$ cat src/rtl/amo_pkg.sv
package amo_pkg;

    typedef enum logic [1:0] {
        OP_ADD = 2'b00,
        OP_CAS = 2'b01,
        OP_SWP = 2'b10,
        OP_RSV = 2'b11
    } amo_op_e;

    typedef enum logic [2:0] {
        ST_IDLE,
        ST_READ,
        ST_LATCH,
        ST_WRITE,
        ST_RESP
    } amo_state_e;

    typedef struct packed {
        amo_op_e op;
        logic    wide;
    } amo_cmd_t;

endpackage

$ cat src/rtl/amo_alu.sv
module amo_alu
    import amo_pkg::*;
#(
    parameter int DATA_W = 64
) (
    input  amo_cmd_t            cmd,
    input  logic [DATA_W-1:0]   old_val,
    input  logic [DATA_W-1:0]   opa,
    input  logic [DATA_W-1:0]   opb,
    output logic [DATA_W-1:0]   new_val,
    output logic [DATA_W-1:0]   ret_val,
    output logic                do_write
);
    localparam int HW = DATA_W / 2;

    logic [DATA_W-1:0] sum_full;
    logic [HW-1:0]     sum_low;
    logic [DATA_W-1:0] repl;
    logic              match;

    always_comb begin
        sum_full = old_val + opa;
        sum_low  = old_val[HW-1:0] + opa[HW-1:0];
        match    = cmd.wide ? (old_val == opa)
                            : (old_val[HW-1:0] == opa[HW-1:0]);
        repl     = cmd.wide ? opb : {old_val[DATA_W-1:HW], opb[HW-1:0]};
        ret_val  = cmd.wide ? old_val : {{HW{1'b0}}, old_val[HW-1:0]};
        case (cmd.op)
            OP_ADD: begin
                new_val  = cmd.wide ? sum_full : {old_val[DATA_W-1:HW], sum_low};
                do_write = 1'b1;
            end
            OP_CAS: begin
                new_val  = repl;
                do_write = match;
            end
            OP_SWP: begin
                new_val  = repl;
                do_write = 1'b1;
            end
            default: begin
                new_val  = old_val;
                do_write = 1'b0;
            end
        endcase
    end
endmodule

$ cat src/rtl/amo_seq.sv
module amo_seq
    import amo_pkg::*;
(
    input  logic clk,
    input  logic rst,
    input  logic req_valid,
    input  logic rsp_ready,
    input  logic need_write,
    output logic accept,
    output logic capture,
    output logic req_ready,
    output logic rsp_valid,
    output logic mem_req,
    output logic mem_we,
    output logic mem_lock
);
    amo_state_e state_q, state_d;

    always_comb begin
        state_d = state_q;
        case (state_q)
            ST_IDLE:  if (req_valid) state_d = ST_READ;
            ST_READ:  state_d = ST_LATCH;
            ST_LATCH: state_d = need_write ? ST_WRITE : ST_RESP;
            ST_WRITE: state_d = ST_RESP;
            ST_RESP:  if (rsp_ready) state_d = ST_IDLE;
            default:  state_d = ST_IDLE;
        endcase
    end

    always_ff @(posedge clk) begin
        if (rst) state_q <= ST_IDLE;
        else     state_q <= state_d;
    end

    assign req_ready = (state_q == ST_IDLE);
    assign accept    = req_ready && req_valid;
    assign capture   = (state_q == ST_LATCH);
    assign rsp_valid = (state_q == ST_RESP);
    assign mem_req   = (state_q == ST_READ) || (state_q == ST_WRITE);
    assign mem_we    = (state_q == ST_WRITE);
    assign mem_lock  = (state_q == ST_READ) || (state_q == ST_LATCH) ||
                       (state_q == ST_WRITE);
endmodule

$ cat src/rtl/amo_unit.sv
module amo_unit
    import amo_pkg::*;
#(
    parameter int ADDR_W = 8,
    parameter int DATA_W = 64
) (
    input  logic              clk,
    input  logic              rst,
    input  logic              req_valid,
    output logic              req_ready,
    input  logic [1:0]        req_op,
    input  logic              req_wide,
    input  logic [ADDR_W-1:0] req_addr,
    input  logic [DATA_W-1:0] req_opa,
    input  logic [DATA_W-1:0] req_opb,
    output logic              rsp_valid,
    input  logic              rsp_ready,
    output logic [DATA_W-1:0] rsp_data,
    output logic              mem_req,
    output logic              mem_we,
    output logic              mem_lock,
    output logic [ADDR_W-1:0] mem_addr,
    output logic [DATA_W-1:0] mem_wdata,
    input  logic [DATA_W-1:0] mem_rdata
);
    amo_cmd_t          cmd_q;
    logic [ADDR_W-1:0] addr_q;
    logic [DATA_W-1:0] opa_q, opb_q, new_q, ret_q;
    logic [DATA_W-1:0] alu_new, alu_ret;
    logic              alu_wr, accept, capture;

    amo_seq u_seq (
        .clk        (clk),
        .rst        (rst),
        .req_valid  (req_valid),
        .rsp_ready  (rsp_ready),
        .need_write (alu_wr),
        .accept     (accept),
        .capture    (capture),
        .req_ready  (req_ready),
        .rsp_valid  (rsp_valid),
        .mem_req    (mem_req),
        .mem_we     (mem_we),
        .mem_lock   (mem_lock)
    );

    amo_alu #(.DATA_W(DATA_W)) u_alu (
        .cmd      (cmd_q),
        .old_val  (mem_rdata),
        .opa      (opa_q),
        .opb      (opb_q),
        .new_val  (alu_new),
        .ret_val  (alu_ret),
        .do_write (alu_wr)
    );

    always_ff @(posedge clk) begin
        if (rst) begin
            cmd_q  <= '{op: OP_RSV, wide: 1'b0};
            addr_q <= '0;
            opa_q  <= '0;
            opb_q  <= '0;
            new_q  <= '0;
            ret_q  <= '0;
        end else begin
            if (accept) begin
                cmd_q  <= '{op: amo_op_e'(req_op), wide: req_wide};
                addr_q <= req_addr;
                opa_q  <= req_opa;
                opb_q  <= req_opb;
            end
            if (capture) begin
                new_q <= alu_new;
                ret_q <= alu_ret;
            end
        end
    end

    assign mem_addr  = addr_q;
    assign mem_wdata = new_q;
    assign rsp_data  = ret_q;
endmodule

$ cat config.mk
export PLATFORM = sky130hd
export DESIGN_NAME = amo_unit
export DESIGN_NICKNAME = d
export VERILOG_FILES = /design/src/rtl/amo_pkg.sv /design/src/rtl/amo_alu.sv /design/src/rtl/amo_seq.sv /design/src/rtl/amo_unit.sv
export SDC_FILE = /design/constraint.sdc
export NUM_CORES = 1
export LEC_CHECK = 0
export BUFFER_PORTS_ARGS = -buffer_cell sky130_fd_sc_hd__clkbuf_2
export CAP_MARGIN = 20
export CORE_UTILIZATION = 30
export CTS_BUF_LIST = sky130_fd_sc_hd__clkbuf_8
export CTS_CLUSTER_SIZE = 30
export DETAILED_ROUTE_END_ITERATION = 10
export MAX_ROUTING_LAYER = met4
export PLACE_DENSITY = 0.55
export RECOVER_POWER = 100
export REMOVE_ABC_BUFFERS = 1
export SYNTH_ARGS = -nofsm -noshare
export SYNTH_HDL_FRONTEND = slang
export SYNTH_SLANG_ARGS = --single-unit
$ cat constraint.sdc
create_clock -name clk -period 3.1 [get_ports clk]
set_input_delay 0.155 -clock clk [delete_from_list [all_inputs] [get_ports clk]]
set_output_delay 0.155 -clock clk [all_outputs]
set_load 0.03 [all_outputs]
==> out/results.ini, run 1 <==
[status]
status = finished with violations
violations = DRC, capacitance limit, slew limit, setup timing

[yosys]
async_flop_share_pct = 0
synth_area_leader_cell = dfxtp_1
synth_top_cell_area_share_pct = 37.4
synth_edf_count = 0
ys_warn_count = 0
synth_common_cells = nand2_1 (481), a21oi_1 (330), dfxtp_1 (270)
synth.avg_cell_area_um2 = 7.42
yosys_most_used_dff = dfxtp_1
ys_seq_area_share_pct = 37.4
synth_cell_types = 64
yosysMostFrequentCell = nand2_1
ys_top_cells_by_area = dfxtp_1 (37%), nand2_1 (13%), a21oi_1 (11%)
synth.ff_latch_count = 270
postSynthCellCount = 1946
syn-cell-area_mm2 = 0.0144

[grt]
grt_pass1_vias = 16325
antenna_found_initial = 3
grt_max_degree = 138
grt-ovfl-total = 0
grt_util_all_layers_pct = 25.1
grt_pass1_wl_um = 94200

[critical_path]
crit_top_cell = buf_4
worst_path_max_delay_cell = fa_2
endpoint_kind = register
rr_endpoint = mem_wdata[52]
criticalPathCategory = register to register
worst_ep_arrival_time_ns = 3.80
timing.rr.start = opa_q[0]
cp.required_ns = 3.62
r2r_cells = 18
start_kind = register
worstPathMaxFanout = 2
reg2reg_slack_ns = -0.18
crit_chain = ha_4 > inv_2 > fa_2 > nor2b_4 > o2111ai_2 > a21oi_1 > buf_4 > nor2_4 > a2111oi_4 > buf_4 > o211ai_1 > buf_4 > a21boi_2 > buf_4 > nor2_2 > xnor2_1 > a21oi_1 > nor4_1
critPathMaxStageDelay_ns = 0.36

[place]
dpl.hpwl_um = 42600
dpl.cell_count = 2903
place_congestion = 0.883
io_buffers = 347
dp_worst_setup_slack_ns = -0.520

[floorplan]
rows = 80
initial_utilization_pct = 30.3
io_pins = 348
die-area_mm2 = 0.0490
coreArea_mm2 = 0.0476
dieWidth_um = 221
die_h_um = 221

[final_layout]
final_nets = 2838
layout.cells.non_filler = 3218
drive_above_1_share_pct = 22.0
syn2layout_area_growth_pct = 48.2

[pwr]
vdd_drop_max_uv = 318
power.density_mw_per_mm2 = 480
p_leak_nw = 8.79

[job]
cap_viol_max_count = 1

[timing]
min_period_ns = 3.28
tns_ns = -2.02
drv_slew = 66
hold_violations = 0
timing.fmax_mhz = 305
setup_viol = 21
tightest_slew_ns = 1.57
clock_skew_ns = 0.0330
whs_ns = 0.242
period_share_pct = 106
worst_slack_ns = -0.177
maxSlewHeadroom_pct = -4.63
rsz0062_at_grt = true

[routing]
vias = 16846
viasPerCell = 5.23
drt_pass1_iterations = 10
wl_um = 61900
drt_iter0_drc = 1120
route.detailed.drc = 2
routedWlPerCell_um = 19.3
ant_nets = 0

[hold_path]
min-delay-start = mem_rdata[0]
min_to = mem_wdata[0]
min_path_cells = 7
min_path_type = primary input to register

[clock_tree]
cts_tree = yes
clockRootBuffer = clkbuf_8
htreeDepth = 2
cts_inserted_buffers = 51
clkTransAtPathRegs_ns = 0.06
clock_latency_ns = 0.65
cts_max_path_buffers = 3
clock-sinks = 270

## cell type report
type / count / area (µm²)
diodes: 3 / 7.51
clock inverters: 32 / 240
well taps: 615 / 769
repair buffers: 730 / 5030
clock buffers: 58 / 798
fillers: 4843 / 26200
inverters: 24 / 90.1
flip-flops and latches: 270 / 5410
multi-input cells: 1486 / 9060
## worst max-delay path by stage
stage,from,to
after detailed placement,opa_q[0],mem_wdata[60]
final,opa_q[0],mem_wdata[52]
after CTS,opa_q[0],mem_wdata[44]
after global routing,opa_q[3],mem_wdata[51]
after global placement,mem_rdata[0],mem_wdata[47]
after floorplan,u_seq.state_q[1],mem_wdata[57]
## state kept, by name (all words and copies together) (netlist names)
| register | flops |
|---|---|
| mem_addr | 8 |
| opa_q | 64 |
| cmd_q | 3 |
| mem_wdata | 64 |
| rsp_data | 64 |
| opb_q | 64 |
| u_seq.state_q | 3 |
## report_power, final
group,leakage (nW),total [mW],internal [mW],switching [mW]
registers,2.20,3.78,3.66,0.120
clock network,0.610,3.68,2.03,1.65
logic,5.98,2.81,1.13,1.68
total,8.79,10.3,6.82,3.45
## per-layer routing
layer | up-vias | track usage, % | routed length [µm] | share of wire, %
li1 | 8082 | - | - | -
met1 | 8085 | 32.9 | 28700 | 46
met2 | 555 | 38.0 | 27500 | 44
met3 | 124 | 3.93 | 3480 | 5.6
met4 | 0 | 10.9 | 2360 | 3.8
met5 | - | - | 0 | 0
## metrics by stage
step	power (mW)	instance area (µm²)	util, %
5_1_grt	10.7	21400	44.9
6_report	10.3	21400	44.9
3_3_place_gp	6.25	17600	37.0
2_1_floorplan	5.15	13800	-
3_5_place_dp	6.26	17600	37.0
4_1_cts	10.3	21300	44.7
## repair_timing
action	CTS	global route
hold endpoints to repair	260	0
gates resized for setup	96	61
buffers inserted	12	6
pin swaps	56	38
endpoints found under the setup margin	37	37
hold buffers	208	0
## cells by family after synthesis
group | synth area share [%]
and+or+nand+nor | 21.6
AOI/OAI and AO/OA | 26.4
DFF | 37.4
buffers and inverters | 4.96
adders and majority gates | 5.94
xor gates and xnor gates | 3.46
muxes | 0.217
## cells in the final DEF (no fill, tap or decap), types with 9 or more instances in the layout
| cell type | n |
|---|---|
| a21o_1 | 41 |
| a21oi_1 | 309 |
| a21oi_2 | 20 |
| a221o_1 | 46 |
| buf_4 | 160 |
| clkbuf_1 | 141 |
| clkbuf_2 | 209 |
| clkbuf_8 | 58 |
| dfxtp_1 | 264 |
| dlygate4sd3_1 | 208 |
| ha_1 | 56 |
| ha_4 | 9 |
| inv_1 | 43 |
| nand2_1 | 478 |
| nand3_1 | 49 |
| nand4_1 | 19 |
| nor2_1 | 93 |
| nor3_1 | 31 |
| nor4_1 | 23 |
| o211ai_1 | 41 |
| o21ai_0 | 43 |
| o21ai_1 | 10 |
| xnor2_1 | 29 |
| xnor2_2 | 9 |
| xor2_1 | 14 |
## worst max-delay path: cells and delay by family, from the launching register on
kind                       cells  cell delay, ns
adders and majority gates      2            0.51
buffers and inverters          5            0.73
and+or+nand+nor                4            0.43
DFF                            1            0.35
xor gates and xnor gates       1            0.18
AOI/OAI and AO/OA              6            0.98
Power figures use the tool's default switching activity.
==> run 2, diff against run 1 <==
--- a/config.mk
+++ b/config.mk
@@ -7,3 +7,2 @@
 export LEC_CHECK = 0
-export BUFFER_PORTS_ARGS = -buffer_cell sky130_fd_sc_hd__clkbuf_2
 export CAP_MARGIN = 20
@@ -13,4 +12,5 @@
 export DETAILED_ROUTE_END_ITERATION = 10
+export DONT_BUFFER_PORTS = 1
 export MAX_ROUTING_LAYER = met4
-export PLACE_DENSITY = 0.55
+export PLACE_DENSITY = 0.48
 export RECOVER_POWER = 100
==> constraint.sdc (replaced) <==
create_clock -name clk -period 3.1 [get_ports clk]
set_input_delay 0 -clock clk [delete_from_list [all_inputs] [get_ports clk]]
set_output_delay 0 -clock clk [all_outputs]
set_load 0.03 [all_outputs]
==> run 2 against run 1 <==
Net effect: the flow finishes with violations (setup timing); sequential cell count unchanged; setup slack worse by 0.025 ns; global-route usage rose by 1.7 points; sequential share of layout area is essentially flat; non-clock buffer count is 204 lower; critical path type unchanged.
==> out/results.ini, run 2 (synthesized netlist as in run 1, its figures left out) <==
[grt]
grt_use_met2_pct = 39.6  ; +1.7 points
grt_max_degree = 113  ; -18%
antenna_found_initial = 4  ; +1
grt_pass1_wl_um = 99000  ; +5.2%
grt_util_all_layers_pct = 26.7  ; +1.7 points
grt-ovfl-total = 0  ; unchanged
gr-usage-met3_pct = 4.77  ; +0.84 points
grt.busiest_layer = met2
met1_usage_pct = 36.3  ; +3.4 points
grt_pass1_vias = 16431  ; +0.65%

[critical_path]
criticalPathCategory = register to register
r2r_cells = 14  ; -4
rr_endpoint = mem_wdata[48]
worstPathMaxFanout = 5  ; +3
reg2reg_slack_ns = -0.20  ; -0.03 ns
worst_ep_arrival_time_ns = 3.78  ; -0.02 ns
endpoint_kind = register
crit_buf_inv = 2  ; -3
cp.required_ns = 3.58  ; -0.04 ns
crit_family = compound AO/OA/AOI/OAI gates
crit_chain = ha_2 > a21oi_2 > o21ai_0 > or2_2 > a211oi_4 > a2111oi_4 > buf_4 > o211ai_1 > buf_4 > nand2_1 > a31oi_1 > xor2_1 > a211o_1 > a21oi_1
critPathMaxStageDelay_ns = 0.34  ; -0.02 ns
worst_path_max_delay_cell = or2_2
start_kind = register
crit_top_cell = buf_4
timing.rr.start = opa_q[17]

[routing]
routedWlPerCell_um = 21.6  ; +12%
ant_nets = 0  ; unchanged
viasPerCell = 5.40  ; +3.1%
drt_iter0_drc = 999  ; -11%
wl_um = 65100  ; +5.1%
drt_pass1_iterations = 5  ; -5
vias = 16258  ; -3.5%
route.detailed.drc = 0  ; -2

[timing]
tightest_slew_ns = 1.14  ; -0.428 ns
timing.fmax_mhz = 303  ; -0.76%
worst_slack_ns = -0.202  ; -0.0252 ns
setup_viol = 68  ; +220%
drv_slew = 0  ; -100%
period_share_pct = 107  ; +0.81 points
maxSlewHeadroom_pct = 23.9  ; +29 points
min_period_ns = 3.30  ; +0.0252 ns
hold_violations = 0  ; unchanged
rsz0062_at_grt = true
clock_skew_ns = 0.0355  ; +0.00258 ns

[place]
dpl.hpwl_um = 41900  ; -1.8%
io_buffers = 0  ; -100%
placed_area_mm2 = 0.0157  ; -11%
place_congestion = 0.920  ; +4.2%

[status]
violations = setup timing
status = finished with violations

[final_layout]
final_cell_mix = nand2_1 (477), dlygate4sd3_1 (372), a21oi_1 (310)
fillerInstances = 4803  ; -0.83%
drive_above_1_share_pct = 14.8  ; -7.2 points
final_nets = 2633  ; -7.2%
seq_area_mm2 = 0.00542  ; about the same
finalInstanceArea_mm2 = 0.0214  ; about the same
syn2layout_area_growth_pct = 48.3  ; about the same
final_common_cell = nand2_1
multiInputGateArea_mm2 = 0.00910  ; +0.46%

[clock_tree]
cts_tree = yes
clock_latency_ns = 0.63  ; -0.02 ns
cts_max_path_buffers = 3  ; unchanged
cts_inserted_buffers = 50  ; -2.0%
clkTransAtPathRegs_ns = 0.07  ; about the same
htreeDepth = 2  ; unchanged
clockRootBuffer = clkbuf_8
clock-sinks = 270  ; unchanged

[hold_path]
min_path_type = primary input to register
min_to = cmd_q[0]
min_path_cells = 3  ; -4
min-delay-start = req_wide

[pwr]
power_frac_seq_pct = 38.6  ; +1.8 points
power.density_mw_per_mm2 = 475  ; -1.0%
p_switching_mw = 3.40  ; -1.3%
p_leak_nw = 8.68  ; -1.3%
vdd_drop_max_uv = 262  ; -18%
p_total_mw = 10.2  ; -0.95%
p_clk_share_pct = 35.3  ; -0.5 points
internal_power_mw = 6.77  ; -0.76%
power_frac_comb_pct = 26.0  ; -1.4 points
p_sw_share_pct = 33.5  ; -0.13 points

[floorplan]
io_pins = 348  ; unchanged
dieWidth_um = 221  ; unchanged
die_h_um = 221  ; unchanged
die-area_mm2 = 0.0490  ; unchanged
initial_utilization_pct = 30.3  ; unchanged
rows = 80  ; unchanged
coreArea_mm2 = 0.0476  ; unchanged

[job]
cap_viol_max_count = 0  ; -1

[run 2: power by group through the flow]
stage / registers, mW / logic [mW] / clock network (mW)
4_1_cts: 3.93 / 2.52 / 3.67
5_1_grt: 3.95 / 2.86 / 3.82
3_3_place_gp: 3.99 / 1.95 / 0
6_report: 3.93 / 2.65 / 3.59
2_1_floorplan: 3.94 / 1.20 / 0
3_5_place_dp: 4.00 / 1.95 / 0
[run 2: metal layers]
layer  part of all wire (%)  vias to the layer above
li1                       -                     7678
met1                     47                     7892
met2                     44                      588
met3                    6.7                      100
met4                    3.0                        0
met5                      0                        -
[run 2: tightest hold or removal path, cell delays in order]
cell and delay, ns:
nand2_1 0.04, a21oi_1 0.05, dlygate4sd3_1 0.54
[run 2: what timing repair did]
item                       in CTS  in global routing
setup endpoints to repair      35                 37
gates resized for setup        84                 93
pin swaps                      62                 58
gates cloned                    0                  0
hold buffers                  374                  0
hold endpoints to repair      270                  0
setup buffers                   8                 10
[run 2: layout make-up]
type	count	share of cell area (%)
multi-input cells	1486	42.5
flip-flops and latches	270	25.3
repair buffers	526	23.4
clock buffers	65	4.18
well taps	615	3.59
clock inverters	21	0.561
inverters	24	0.421
diodes	4	0.0467
[run 2: worst max-delay path by stage]
stage,startpoint,to,slack [ns],cells past startpoint
3_3_place_gp,opa_q[1],mem_wdata[61],-0.55,14
3_5_place_dp,opa_q[1],mem_wdata[61],-0.64,14
4_1_cts,opa_q[0],mem_wdata[52],-0.23,17
2_1_floorplan,u_seq.state_q[1],mem_wdata[57],-5.09,6
5_1_grt,opa_q[0],mem_wdata[60],-0.31,16
6_report,opa_q[17],mem_wdata[48],-0.20,14
[run 2: per-stage QoR]
stage / instances / hold slack (ns) / setup WS, ns / TNS (ns) / utilization [%]
2_1_floorplan: 1780 / 0.0691 / -5.09 / -635.57 / -
3_3_place_gp: 2534 / 0.0951 / -0.547 / -7.60 / 33.0
3_5_place_dp: 2534 / 0.0988 / -0.638 / -8.17 / 33.0
4_1_cts: 3000 / 0.00179 / -0.225 / -1.86 / 44.0
5_1_grt: 3011 / 0.0399 / -0.313 / -22.13 / 45.0
6_report: 3011 / 0.0439 / -0.202 / -3.21 / 45.0
